`src/rtl/dmaec_pkg.sv`:
```
package dmaec_pkg;
  typedef enum logic [2:0] {
    WR_EN_SET   = 3'd0,
    WR_EN_CLR   = 3'd1,
    WR_SOFT     = 3'd2,
    WR_IEN_SET  = 3'd3,
    WR_IEN_CLR  = 3'd4,
    WR_PEND_CLR = 3'd5,
    WR_MISS_CLR = 3'd6,
    WR_NONE     = 3'd7
  } wr_code_e;
endpackage

```
`src/rtl/dmaec_trig_bank.sv`:
```
module dmaec_trig_bank #(
  parameter int NUM_CH = 16
) (
  input  logic              clk,
  input  logic              rst,
  input  logic [NUM_CH-1:0] periph_evt,
  input  logic [NUM_CH-1:0] en_set,
  input  logic [NUM_CH-1:0] en_clr,
  input  logic [NUM_CH-1:0] soft_set,
  input  logic [NUM_CH-1:0] chain_set,
  input  logic [NUM_CH-1:0] take,
  input  logic [NUM_CH-1:0] miss_clr,
  output logic [NUM_CH-1:0] trig,
  output logic [NUM_CH-1:0] miss
);
  logic [NUM_CH-1:0] en_q, evt_q, soft_q, chn_q, miss_q;

  // Sets win over the dispatch clear so a new trigger in the same cycle is kept.
  always_ff @(posedge clk) begin
    if (rst) begin
      en_q   <= '0;
      evt_q  <= '0;
      soft_q <= '0;
      chn_q  <= '0;
      miss_q <= '0;
    end else begin
      en_q   <= (en_q & ~en_clr) | en_set;
      evt_q  <= (evt_q & ~take) | periph_evt;
      soft_q <= (soft_q & ~take) | soft_set;
      chn_q  <= (chn_q & ~take) | chain_set;
      miss_q <= (miss_q & ~miss_clr) | (periph_evt & evt_q & ~take);
    end
  end

  assign trig = (evt_q & en_q) | soft_q | chn_q;
  assign miss = miss_q;
endmodule

```
`src/rtl/dmaec_cmp_route.sv`:
```
module dmaec_cmp_route #(
  parameter int NUM_CH = 16,
  localparam int CH_W = (NUM_CH > 1) ? $clog2(NUM_CH) : 1
) (
  input  logic              clk,
  input  logic              rst,
  input  logic              cmp_valid,
  input  logic [CH_W-1:0]   cmp_code,
  input  logic              cmp_last,
  input  logic              irq_last,
  input  logic              chain_last,
  input  logic              irq_mid,
  input  logic              chain_mid,
  input  logic [NUM_CH-1:0] ien_set,
  input  logic [NUM_CH-1:0] ien_clr,
  input  logic [NUM_CH-1:0] pend_clr,
  output logic [NUM_CH-1:0] chain_set,
  output logic [NUM_CH-1:0] pend,
  output logic              irq
);
  logic [NUM_CH-1:0] code_hot, pend_q, ien_q, pend_n, ien_n;
  logic              do_irq, do_chain, irq_q;

  always_comb begin
    code_hot = '0;
    for (int i = 0; i < NUM_CH; i++) begin
      if (cmp_code == CH_W'(i)) code_hot[i] = 1'b1;
    end
  end

  assign do_irq    = cmp_valid && (cmp_last ? irq_last : irq_mid);
  assign do_chain  = cmp_valid && (cmp_last ? chain_last : chain_mid);
  assign chain_set = do_chain ? code_hot : '0;

  assign pend_n = (pend_q & ~pend_clr) | (do_irq ? code_hot : '0);
  assign ien_n  = (ien_q & ~ien_clr) | ien_set;

  always_ff @(posedge clk) begin
    if (rst) begin
      pend_q <= '0;
      ien_q  <= '0;
      irq_q  <= 1'b0;
    end else begin
      pend_q <= pend_n;
      ien_q  <= ien_n;
      irq_q  <= |(pend_n & ien_n);
    end
  end

  assign pend = pend_q;
  assign irq  = irq_q;
endmodule

```
`src/rtl/dmaec_pick.sv`:
```
module dmaec_pick #(
  parameter int NUM_CH = 16,
  localparam int CH_W = (NUM_CH > 1) ? $clog2(NUM_CH) : 1
) (
  input  logic              clk,
  input  logic              rst,
  input  logic [NUM_CH-1:0] trig,
  input  logic              ready,
  output logic [NUM_CH-1:0] take,
  output logic              valid,
  output logic [CH_W-1:0]   ch
);
  logic [NUM_CH-1:0] low_hot;
  logic [CH_W-1:0]   low_idx;
  logic              found, slot_free, valid_q;
  logic [CH_W-1:0]   ch_q;

  always_comb begin
    low_hot = '0;
    low_idx = '0;
    found   = 1'b0;
    for (int i = 0; i < NUM_CH; i++) begin
      if (trig[i] && !found) begin
        low_hot[i] = 1'b1;
        low_idx    = CH_W'(i);
        found      = 1'b1;
      end
    end
  end

  assign slot_free = !valid_q || ready;
  assign take      = (slot_free && found) ? low_hot : '0;

  always_ff @(posedge clk) begin
    if (rst) begin
      valid_q <= 1'b0;
      ch_q    <= '0;
    end else if (slot_free) begin
      valid_q <= found;
      if (found) ch_q <= low_idx;
    end
  end

  assign valid = valid_q;
  assign ch    = ch_q;
endmodule

```
`src/rtl/dmaec_ctrl.sv`:
```
module dmaec_ctrl #(
  parameter int NUM_CH = 16,
  localparam int CH_W = (NUM_CH > 1) ? $clog2(NUM_CH) : 1
) (
  input  logic              clk,
  input  logic              rst,
  input  logic [NUM_CH-1:0] periph_evt_i,
  input  logic              wr_en_i,
  input  logic [2:0]        wr_code_i,
  input  logic [NUM_CH-1:0] wr_mask_i,
  input  logic              cmp_valid_i,
  input  logic [CH_W-1:0]   cmp_code_i,
  input  logic              cmp_last_i,
  input  logic              cmp_irq_last_i,
  input  logic              cmp_chain_last_i,
  input  logic              cmp_irq_mid_i,
  input  logic              cmp_chain_mid_i,
  output logic              disp_valid_o,
  output logic [CH_W-1:0]   disp_ch_o,
  input  logic              disp_ready_i,
  output logic [NUM_CH-1:0] pend_o,
  output logic [NUM_CH-1:0] miss_o,
  output logic              irq_o
);
  import dmaec_pkg::*;

  wr_code_e          code;
  logic [NUM_CH-1:0] en_set, en_clr, soft_set, ien_set, ien_clr, pend_clr, miss_clr;
  logic [NUM_CH-1:0] chain_w, trig_w, take_w;

  assign code = wr_code_e'(wr_code_i);

  always_comb begin
    en_set   = '0;
    en_clr   = '0;
    soft_set = '0;
    ien_set  = '0;
    ien_clr  = '0;
    pend_clr = '0;
    miss_clr = '0;
    if (wr_en_i) begin
      case (code)
        WR_EN_SET:   en_set   = wr_mask_i;
        WR_EN_CLR:   en_clr   = wr_mask_i;
        WR_SOFT:     soft_set = wr_mask_i;
        WR_IEN_SET:  ien_set  = wr_mask_i;
        WR_IEN_CLR:  ien_clr  = wr_mask_i;
        WR_PEND_CLR: pend_clr = wr_mask_i;
        WR_MISS_CLR: miss_clr = wr_mask_i;
        default:     ;
      endcase
    end
  end

  dmaec_trig_bank #(.NUM_CH(NUM_CH)) u_trig (
    .clk       (clk),
    .rst       (rst),
    .periph_evt(periph_evt_i),
    .en_set    (en_set),
    .en_clr    (en_clr),
    .soft_set  (soft_set),
    .chain_set (chain_w),
    .take      (take_w),
    .miss_clr  (miss_clr),
    .trig      (trig_w),
    .miss      (miss_o)
  );

  dmaec_cmp_route #(.NUM_CH(NUM_CH)) u_route (
    .clk       (clk),
    .rst       (rst),
    .cmp_valid (cmp_valid_i),
    .cmp_code  (cmp_code_i),
    .cmp_last  (cmp_last_i),
    .irq_last  (cmp_irq_last_i),
    .chain_last(cmp_chain_last_i),
    .irq_mid   (cmp_irq_mid_i),
    .chain_mid (cmp_chain_mid_i),
    .ien_set   (ien_set),
    .ien_clr   (ien_clr),
    .pend_clr  (pend_clr),
    .chain_set (chain_w),
    .pend      (pend_o),
    .irq       (irq_o)
  );

  dmaec_pick #(.NUM_CH(NUM_CH)) u_pick (
    .clk  (clk),
    .rst  (rst),
    .trig (trig_w),
    .ready(disp_ready_i),
    .take (take_w),
    .valid(disp_valid_o),
    .ch   (disp_ch_o)
  );
endmodule

```
`config.mk`:
```
export PLATFORM = sky130hd
export DESIGN_NAME = dmaec_ctrl
export DESIGN_NICKNAME = d
export VERILOG_FILES = /design/src/rtl/dmaec_pkg.sv /design/src/rtl/dmaec_trig_bank.sv /design/src/rtl/dmaec_cmp_route.sv /design/src/rtl/dmaec_pick.sv /design/src/rtl/dmaec_ctrl.sv
export SDC_FILE = /design/constraint.sdc
export NUM_CORES = 1
export LEC_CHECK = 0
export BUFFER_PORTS_ARGS = -buffer_cell sky130_fd_sc_hd__buf_2
export CAP_MARGIN = 0
export CELL_PAD_IN_SITES_DETAIL_PLACEMENT = 0
export CELL_PAD_IN_SITES_GLOBAL_PLACEMENT = 1
export CORE_ASPECT_RATIO = 1.2
export CORE_MARGIN = 2
export CORE_UTILIZATION = 42
export CTS_CLUSTER_DIAMETER = 80
export DETAILED_ROUTE_END_ITERATION = 8
export GPL_ROUTABILITY_DRIVEN = 1
export GPL_TIMING_DRIVEN = 0
export PLACE_DENSITY = 0.79
export SYNTH_ARGS = -nofsm -noshare
export SYNTH_HDL_FRONTEND = slang
export SYNTH_SLANG_ARGS = --single-unit
```
`constraint.sdc`:
```
create_clock -name clk -period 2.38 [get_ports clk]
set_clock_uncertainty 0.2 [all_clocks]
set_input_delay 0.119 -clock clk [delete_from_list [all_inputs] [get_ports clk]]
set_output_delay 0.119 -clock clk [all_outputs]
set_load 0.02 [all_outputs]
```
**Word level (Yosys, flattened, before mapping)**

Cells that the tools add are included.

- Register bits: 118

- Reduce and logical (&&, ||, !) cells: 39
- Bitwise gates (word level): 25
- Eq/ne operators: 21
- Multiplexer cells: 81

Operator list:

| operator | number |
|---|---|
| $mux 16 | 17 |
| $and 16x16->16 | 11 |
| $or 16x16->16 | 9 |
| $not 16->16 | 5 |
| $mux 1 | 50 |
| $eq 4x4->1 const B | 8 |
| $mux 4 | 8 |
| $logic_and 1x1->1 | 18 |
| $eq 4x3->1 const B | 4 |
| $logic_not 1->1 | 16 |
| $reduce_or 16->1 | 1 |
| $mux 3 | 4 |
| $eq 3x3->1 const B | 3 |
| $eq 4x2->1 const B | 2 |
| $eq 3x2->1 const B | 2 |
| $eq 4x1->1 const B | 1 |
| $logic_not 4->1 | 1 |
| $mux 2 | 2 |
| $eq 3x1->1 const B | 1 |
| $logic_not 3->1 | 1 |
| $reduce_and 2->1 | 1 |
| $logic_or 1x1->1 | 1 |

**Logic depth before layout (Yosys ltp)**

Gate-level depths: netlist of the first run.

- Word-level depth: 54
- Mapped depth: 8
- Mapped depth without buffers: 6

**Modules after synthesis**

From an unflattened synthesis of the first run, not the netlist that was laid out.

- Cell total of the unflattened synthesis: 754
- Area, all modules: 6109.6 µm²

By module, submodules not included:

| module | times used | area each (µm²) | seq. area each (µm²) | cells each |
|---|---|---|---|---|
| dmaec_trig_bank | 1 | 3025.4 | 1601.5 | 330 |
| dmaec_cmp_route | 1 | 1691.6 | 660.6 | 219 |
| dmaec_ctrl | 1 | 902.1 | 0.0 | 133 |
| dmaec_pick | 1 | 490.5 | 100.1 | 72 |

**Worst setup path after synthesis of the first run**

OpenSTA, ideal clock, no wires.

- Path kind: register -> register
- Start point: reg u_trig.en_q[6]
- End point: reg u_trig.chn_q[10]
- Data required time: 2052 ps
- Arrival: 1585 ps
- Library setup time: 128 ps
- Slack: 468 ps
- Path buffers: 0
- Period minus slack after synthesis: 1912 ps
- Cell stages (with the launch flop): 7
- Cells stage by stage: dfxtp_1 > a211oi_4 > nand4_4 > nor3_4 > nand4b_4 > a22oi_1 > nor2_1

- Cells in the longest elaborated chain, start to end: 37
- Elaborated cells on any way between the ends: 38
- Those cells by class: mux: 12; bitwise: 6; reduce/logical: 20

Ends and longest elaborated chain:

| element | line | source |
|---|---|---|
| from (decl) | dmaec_trig_bank.sv:16 | `logic [NUM_CH-1:0] en_q, evt_q, soft_q, chn_q, miss_q;` |
| from (signal assigned) | dmaec_trig_bank.sv:27 | `en_q <= (en_q & ~en_clr) \| en_set;` |
| $and 16x16->16 * | dmaec_trig_bank.sv:35 | `assign trig = (evt_q & en_q) \| soft_q \| chn_q;` |
| $or 16x16->16 * (2 in series) | dmaec_trig_bank.sv:35 |  |
| $logic_and 1x1->1 * | dmaec_pick.sv:23 | `if (trig[i] && !found) begin` |
| $mux 1 * | dmaec_pick.sv:23 |  |
| $logic_not 1->1 | dmaec_pick.sv:23 |  |
| $logic_and 1x1->1 | dmaec_pick.sv:23 |  |
| $mux 1 * | dmaec_pick.sv:23 |  |
| $logic_not 1->1 | dmaec_pick.sv:23 |  |
| (+20 left out) | n/a |  |
| $logic_not 1->1 | dmaec_pick.sv:23 |  |
| $logic_and 1x1->1 | dmaec_pick.sv:23 |  |
| $mux 1 | dmaec_pick.sv:23 |  |
| $logic_and 1x1->1 | dmaec_pick.sv:32 | `assign take = (slot_free && found) ? low_hot : '0;` |
| $mux 16 * | dmaec_pick.sv:32 |  |
| $not 16->16 * | dmaec_trig_bank.sv:30 | `chn_q <= (chn_q & ~take) \| chain_set;` |
| $and 16x16->16 * | dmaec_trig_bank.sv:30 |  |
| $or 16x16->16 * | dmaec_trig_bank.sv:30 |  |
| to (signal assigned) | dmaec_trig_bank.sv:30 |  |
| to (decl) | dmaec_trig_bank.sv:16 |  |

Every way passes the cells marked *; elsewhere a longest branch is shown, timed or not.
A chain may end at the register's enable or synchronous reset.

**Final worst setup path of the first run**

- Start point: in cmp_code_i[1]
- End point: reg u_route.irq_q (netlist: u_route.irq)

- Cells in the longest elaborated chain, start to end: 6
- Elaborated cells on any way between the ends: 36
- Those cells by class: eq/ne: 15; mux: 17; bitwise: 2; reduce/logical: 2

Ends and longest elaborated chain:

| element | line | source |
|---|---|---|
| from (decl) | dmaec_ctrl.sv:12 | `input logic [CH_W-1:0] cmp_code_i,` |
| $eq 4x1->1 (tied with other cells) | dmaec_cmp_route.sv:27 | `if (cmp_code == CH_W'(i)) code_hot[i] = 1'b1;` |
| $mux 1 | dmaec_cmp_route.sv:27 |  |
| $mux 16 * | dmaec_cmp_route.sv:35 | `assign pend_n = (pend_q & ~pend_clr) \| (do_irq ? code_hot : '0);` |
| $or 16x16->16 * | dmaec_cmp_route.sv:35 |  |
| $and 16x16->16 * | dmaec_cmp_route.sv:46 | `irq_q <= \|(pend_n & ien_n);` |
| $reduce_or 16->1 * | dmaec_cmp_route.sv:46 |  |
| to (signal assigned) | dmaec_cmp_route.sv:46 |  |
| to (decl) | dmaec_cmp_route.sv:22 | `logic do_irq, do_chain, irq_q;` |

Marks and branches as above.

==> results.ini, run 1 <==
[synthesis]
synth-async-reset-ratio=0
portion_of_the_post_synthesis_area_used_by_sequential_elements=0.452
synth.top_cell.area_share=0.452
mean_instance_size_in_the_synthesized_netlist_um2=8.47
synth_enable_flop_cells=0
netlist_area_um2=5230
synth.lib_cells_used.distinct=57
synth_warnings=0
syn_inst=617
synth.net_count=666
synth.largest_area_cell=sky130_fd_sc_hd__dfxtp_1
yosys_register_bits=118
dominantRegCellSynth=sky130_fd_sc_hd__dfxtp_1
synth.area.top_cells=sky130_fd_sc_hd__dfxtp_1, sky130_fd_sc_hd__o21ai_0, sky130_fd_sc_hd__a21oi_1

[worst_hold_path]
min_from=cmp_code_i[3]
worst_hold_path_type=in -> reg
worstHoldPathCells=3
worst_hold_path.endpoint=u_trig.chn_q[11]$_SDFF_PP0_

[global_route]
grt_antenna_before_repair=0
grt_remaining_overflow=0
pin_count_of_the_biggest_net_entering_global_routing=17
first_global_vias=5337
grt_first_pass_wirelength_um=28600
gr-usage-all-layers=0.279

[timing]
fmax_mhz=432
finalCriticalPeriod_ns=2.32
rsz_0062_raised_after_global_routing=no
setup_viol=0
worst_setup_slack_after_layout_ns=0.0648
holdWs_ns=0.0488
max_slew_margin=0.470
timing.final.crit_share=0.973
timing_worst_slew_pin_value_ns=0.795
slew_viol_final=0
hold_viol_final=0

[place]
gp_routability_congestion=0.910
port_buffers=83
postPlaceCellArea_um2=5840
detailed_place_hpwl_um=13500
place_ws_ns=-0.169

[critical_path]
crit_fanout=6
timing.critical_path.from_type=input port
timing.reg2reg.setup_slack_ns=0.09
worstReg2RegEnd=u_pick.ch[2]$_SDFFE_PP0N_
worstReg2RegStart=u_trig.evt_q[15]$_SDFF_PP0_
cp.arrival_ns=2.44
timing.setup.critical_path_class=in -> reg
endpoint_kind=flop
worst-r2r-cell-count=5
cp_data_required_time_ns=2.51

[clocking]
number_of_h_tree_levels=4
clock_insertion_delay_worst_skew_ns=0.42
cts_tree=yes
clock_tree.buffer_depth=2
clock-sinks=118
clk_pin_slew_ns=0.05
clock-root-buffer=sky130_fd_sc_hd__clkbuf_16
cts-buffers-inserted=17

[pwr]
sum_of_internal_switching_and_leakage_power_uw=5330
power.static_leakage_uw=0.00272
vdd_ir_drop_max_mv=0.455
p_per_area_nw_per_um2=786

[die]
die_area_um2=13400
row_count=44
initial_utilization=0.432
die_x_um=106
pin_count=87
core-area_um2=12100
chipHeight_um=126

[run]
max-cap-violations=0

[route]
initialDrtViolationCount=288
ant_nets=0
avgRoutedWirePerCell_um=19.8
drt-vias-per-instance=5.81
postRouteWirelength_um=18300
detailroute.via_count=5376
firstDrtPassIters=6
count_of_unresolved_drc_violations_after_routing=0

[run_status]
run_status=finished clean

[final_layout]
antenna-diode-count=0
area_growth_from_synthesis_to_final_layout_pct=29.8
nets=805
drive_gt1_frac=0.198
area_used_by_multi_input_combinational_logic_um2=2690
sequential_cell_area_um2=2360
stdcell_area_um2=6780
count_of_filler_cells_inserted_in_the_layout=1146

## worst max-delay path by stage
stage                          startpoint                           to  slack [ns]  cells after the start
6_report                    cmp_code_i[1]       u_route.irq$_SDFF_PP0_        0.06                      8
5_1_grt         u_trig.en_q[0]$_SDFF_PP0_  u_trig.evt_q[11]$_SDFF_PP0_       0.002                      6
4_1_cts        u_trig.en_q[14]$_SDFF_PP0_    u_pick.ch[2]$_SDFFE_PP0N_        0.08                      5
3_5_place_dp                 wr_code_i[2]   u_trig.miss[11]$_SDFF_PP0_       -0.17                      7
3_3_place_gp                 wr_code_i[2]   u_trig.miss[11]$_SDFF_PP0_       -0.12                      7
2_1_floorplan   u_trig.en_q[6]$_SDFF_PP0_  u_trig.chn_q[10]$_SDFF_PP0_        0.47                      6
## power breakdown
part	leakage, uW	total [uW]	internal [uW]	switching (uW)
Sequential	0.000962	2130	2070	60.0
Combinational	0.00149	791	287	504
Clock	0.000270	2410	1550	861
## synthesized netlist by cell type, types with 2 or more instances
cell / instances
sky130_fd_sc_hd__o21ai_0: 78
sky130_fd_sc_hd__o32ai_1: 4
sky130_fd_sc_hd__o21a_1: 16
sky130_fd_sc_hd__o211ai_1: 9
sky130_fd_sc_hd__or2_2: 5
sky130_fd_sc_hd__and3_1: 3
sky130_fd_sc_hd__nand3_2: 2
sky130_fd_sc_hd__a211o_1: 2
sky130_fd_sc_hd__a21oi_1: 67
sky130_fd_sc_hd__and2_1: 15
sky130_fd_sc_hd__mux2_2: 2
sky130_fd_sc_hd__o22ai_1: 4
sky130_fd_sc_hd__a211oi_4: 7
sky130_fd_sc_hd__o21ai_1: 4
sky130_fd_sc_hd__a211oi_2: 5
sky130_fd_sc_hd__nor3_1: 4
sky130_fd_sc_hd__nand2b_1: 6
sky130_fd_sc_hd__o21ai_2: 2
sky130_fd_sc_hd__inv_1: 17
sky130_fd_sc_hd__o221a_1: 2
sky130_fd_sc_hd__nor2_1: 71
sky130_fd_sc_hd__buf_2: 4
sky130_fd_sc_hd__nor2b_1: 5
sky130_fd_sc_hd__a31oi_1: 19
sky130_fd_sc_hd__dfxtp_1: 118
sky130_fd_sc_hd__nand2_1: 38
sky130_fd_sc_hd__nand3b_1: 3
sky130_fd_sc_hd__a22oi_1: 12
sky130_fd_sc_hd__o31ai_1: 7
sky130_fd_sc_hd__buf_1: 3
sky130_fd_sc_hd__clkbuf_1: 26
sky130_fd_sc_hd__a211oi_1: 3
sky130_fd_sc_hd__nand4_4: 2
sky130_fd_sc_hd__nand3_1: 28
sky130_fd_sc_hd__nor2_2: 2
## sequential cells by signal, indices dropped and copies added (netlist names), 4 cells and up
register	cells
u_pick.ch	4
u_route.ien_q	16
u_route.pend	16
u_trig.chn_q	16
u_trig.en_q	16
u_trig.evt_q	16
u_trig.miss	16
u_trig.soft_q	16
## critical path, cell delays in order
cell,delay (ns)
sky130_fd_sc_hd__dlygate4sd3_1,0.52
sky130_fd_sc_hd__buf_2,0.18
sky130_fd_sc_hd__nor2b_1,0.58
sky130_fd_sc_hd__and3_1,0.37
sky130_fd_sc_hd__a21oi_1,0.11
sky130_fd_sc_hd__o22ai_1,0.25
sky130_fd_sc_hd__nor4_1,0.12
sky130_fd_sc_hd__a41oi_1,0.18
## final cells by class
cell class / instances / area share
Multi-Input combinational cell: 449 / 0.397
Sequential cell: 118 / 0.348
Timing Repair Buffer: 120 / 0.117
Clock buffer: 21 / 0.0679
Tap cell: 161 / 0.0297
Buffer: 33 / 0.0190
Clock inverter: 6 / 0.0118
Inverter: 17 / 0.00941
## cell families (layout without fill, tap and decap cells)
| logic type | Yosys count | count (layout) | synth area share |
|---|---|---|---|
| AOI/OAI and AO/OA | 248 | 248 | 0.306 |
| buffers and inverters | 50 | 197 | 0.0369 |
| DFF | 118 | 118 | 0.452 |
| muxes | 2 | 2 | 0.00431 |
| and+or+nand+nor | 199 | 199 | 0.200 |
## repair_timing
action | in CTS | in global routing
pin swaps | 0 | 1
gates cloned | 0 | 0
endpoints found under the setup margin | 1 | 12
hold endpoints to repair | 58 | 0
setup buffers | 0 | 1
hold buffers | 36 | 0
gates resized for setup | 1 | 3
## per-stage QoR
stage                util  instances  TNS [ns]
finish              0.560        925         0
global route        0.560        925         0
CTS                 0.557        924         0
detailed placement  0.482        861     -1.54
global placement    0.482        861     -1.13
floorplan               -        617         0
## cells in the final DEF, fill, tap and decap left out, types with 7 or more instances in the layout
cell type and instances:
sky130_fd_sc_hd__o211ai_1 9, sky130_fd_sc_hd__clkbuf_1 28, sky130_fd_sc_hd__clkbuf_16 17, sky130_fd_sc_hd__dlygate4sd3_1 36, sky130_fd_sc_hd__o31ai_1 7, sky130_fd_sc_hd__a21oi_1 67, sky130_fd_sc_hd__dfxtp_1 118, sky130_fd_sc_hd__nor2_1 71
sky130_fd_sc_hd__a22oi_1 12, sky130_fd_sc_hd__a31oi_1 19, sky130_fd_sc_hd__nand3_1 28, sky130_fd_sc_hd__and2_1 15, sky130_fd_sc_hd__o21ai_0 78, sky130_fd_sc_hd__o21a_1 16, sky130_fd_sc_hd__buf_2 87, sky130_fd_sc_hd__nand2_1 38
sky130_fd_sc_hd__a211oi_4 8, sky130_fd_sc_hd__inv_1 17
## routing by layer
metal,wire [um],global-route usage,vias up,share of wire
li1,-,-,2512,-
met1,7670,0.351,2596,0.42
met2,8950,0.474,230,0.49
met3,1160,0.0471,38,0.064
met4,491,0.114,0,0.027
met5,0,0,-,0
(Power assumes the default switching activity.)
==> run 2: changes to the inputs <==
CTS_BUF_LIST = sky130_fd_sc_hd__clkbuf_4 sky130_fd_sc_hd__clkbuf_8 sky130_fd_sc_hd__clkbuf_16   (was not set)
==> results.ini, run 2 (same netlist as run 1, synthesis figures left out) <==
[run_status]
run_status=finished clean

[critical_path]
worst-r2r-cell-count=5
cp.arrival_ns=2.34
worstReg2RegStart=u_trig.evt_q[15]$_SDFF_PP0_
worstReg2RegEnd=u_pick.ch[2]$_SDFFE_PP0N_
timing.critical_path.from_type=input port
timing.setup.critical_path_class=in -> reg
timing.reg2reg.setup_slack_ns=0.11
endpoint_kind=flop
cp_data_required_time_ns=2.43
crit_fanout=6

[run]
max-cap-violations=0

[final_layout]
drive_gt1_frac=0.199
layout.cells.most_common=sky130_fd_sc_hd__dfxtp_1
finish.utilization=0.561
antenna-diode-count=0
area_growth_from_synthesis_to_final_layout_pct=29.9
nets=805
layout_common_cells=sky130_fd_sc_hd__dfxtp_1, sky130_fd_sc_hd__buf_2, sky130_fd_sc_hd__o21ai_0
count_of_filler_cells_inserted_in_the_layout=1144

[die]
chipHeight_um=126
pin_count=87
die_area_um2=13400
die_x_um=106
core-area_um2=12100
initial_utilization=0.432
row_count=44

[global_route]
grt_remaining_overflow=0
pin_count_of_the_biggest_net_entering_global_routing=17
grt_first_pass_wirelength_um=28700
first_global_vias=5362
gr-usage-all-layers=0.280
grt_antenna_before_repair=0

[route]
avgRoutedWirePerCell_um=19.7
wl_met3_um=1420
wl_met2_um=8980
firstDrtPassIters=7
postRouteWirelength_um=18200
maxUsedRoutingLayer=met4
count_of_unresolved_drc_violations_after_routing=0
detailroute.via_count=5382
wl_met1_um=7310
ant_nets=0
drt-vias-per-instance=5.82
initialDrtViolationCount=278

[pwr]
internal_portion_of_total_power_uw=3930
clockPowerShare=0.455
vdd_ir_drop_max_mv=0.454
p_per_area_nw_per_um2=789
power.static_leakage_uw=0.00273
power.share.combinational=0.148
p_switching_uw=1420
power_switching_share=0.266
seq_power_share=0.397

[timing]
fmax_mhz=437
setup_viol=0
timing_worst_slew_pin_value_ns=0.825
max_slew_margin=0.450
timing.final.crit_share=0.961
worst_setup_slack_after_layout_ns=0.0927
hold_viol_final=0
finalCriticalPeriod_ns=2.29
slew_viol_final=0
rsz_0062_raised_after_global_routing=no

[clocking]
clock-root-buffer=sky130_fd_sc_hd__clkbuf_16
cts_tree=yes
clock_tree.buffer_depth=2
clock_insertion_delay_worst_skew_ns=0.42
number_of_h_tree_levels=4
cts-buffers-inserted=17
clk_pin_slew_ns=0.05
clock-sinks=118

[place]
gp_routability_congestion=0.910
port_buffers=83
place_ws_ns=-0.169
detailed_place_hpwl_um=13500

[worst_hold_path]
worstHoldPathCells=4
worst_hold_path_type=in -> reg
worst_hold_path.endpoint=u_route.pend[13]$_SDFF_PP0_
min_from=cmp_valid_i

==> run 2: worst max-delay path: stages <==
cell	delay [ns]
sky130_fd_sc_hd__dlygate4sd3_1	0.53
sky130_fd_sc_hd__buf_2	0.16
sky130_fd_sc_hd__nor2b_1	0.26
sky130_fd_sc_hd__and3_1	0.28
sky130_fd_sc_hd__a21oi_1	0.22
sky130_fd_sc_hd__o22ai_1	0.12
sky130_fd_sc_hd__nor4_1	0.45
sky130_fd_sc_hd__a41oi_1	0.20
==> run 2: what timing repair did <==
item / in CTS / in global routing
setup endpoints to repair: 1 / 11
hold buffers: 36 / 0
endpoints found under the hold margin: 58 / 0
pin swaps: 0 / 1
setup buffers: 0 / 1
gates cloned: 0 / 0
gates resized for setup: 1 / 2
==> run 2: layer usage <==
metal,up-vias,GRT usage
met5,-,0
met4,0,0.118
met3,38,0.0476
met2,253,0.474
met1,2575,0.351
li1,2516,-
==> run 2: final cells by class <==
class	count	area, um2	share of cell area
Clock inverter	6	80.1	0.0118
Clock buffer	21	468	0.0689
Tap cell	161	201	0.0297
Inverter	17	63.8	0.00940
Multi-Input combinational cell	449	2690	0.396
Timing Repair Buffer	120	796	0.117
Buffer	33	129	0.0190
Sequential cell	118	2360	0.348
==> run 2: worst max path at each step <==
stage,depth (start not counted),to,slack (ns),from
6_report,8,u_route.irq$_SDFF_PP0_,0.09,cmp_code_i[0]
5_1_grt,8,u_route.irq$_SDFF_PP0_,0.0005,cmp_code_i[0]
4_1_cts,5,u_pick.ch[2]$_SDFFE_PP0N_,0.08,u_trig.en_q[14]$_SDFF_PP0_
3_5_place_dp,7,u_trig.miss[11]$_SDFF_PP0_,-0.17,wr_code_i[2]
3_3_place_gp,7,u_trig.miss[11]$_SDFF_PP0_,-0.12,wr_code_i[2]
2_1_floorplan,6,u_trig.chn_q[10]$_SDFF_PP0_,0.47,u_trig.en_q[6]$_SDFF_PP0_
==> run 2: power by group through the flow <==
stage	combinational [uW]	sequential, uW	clock (uW)
floorplan	405	2200	0
global placement	704	2160	0
detailed placement	713	2160	0
CTS	761	2130	2440
global route	853	2130	2540
finish	791	2130	2440
==> run 2: metrics by stage <==
| stage | TNS (ns) | total power [uW] | hold WS [ns] | cells | instance area (um2) |
|---|---|---|---|---|---|
| final | 0 | 5350 | 0.0476 | 925 | 6790 |
| after floorplan | 0 | 2610 | 0.0364 | 617 | 5230 |
| after detailed placement | -1.54 | 2880 | 0.160 | 861 | 5840 |
| after CTS | 0 | 5330 | 0.0304 | 924 | 6760 |
| after global routing | 0 | 5530 | 0.0568 | 925 | 6790 |
| after global placement | -1.13 | 2860 | 0.142 | 861 | 5840 |
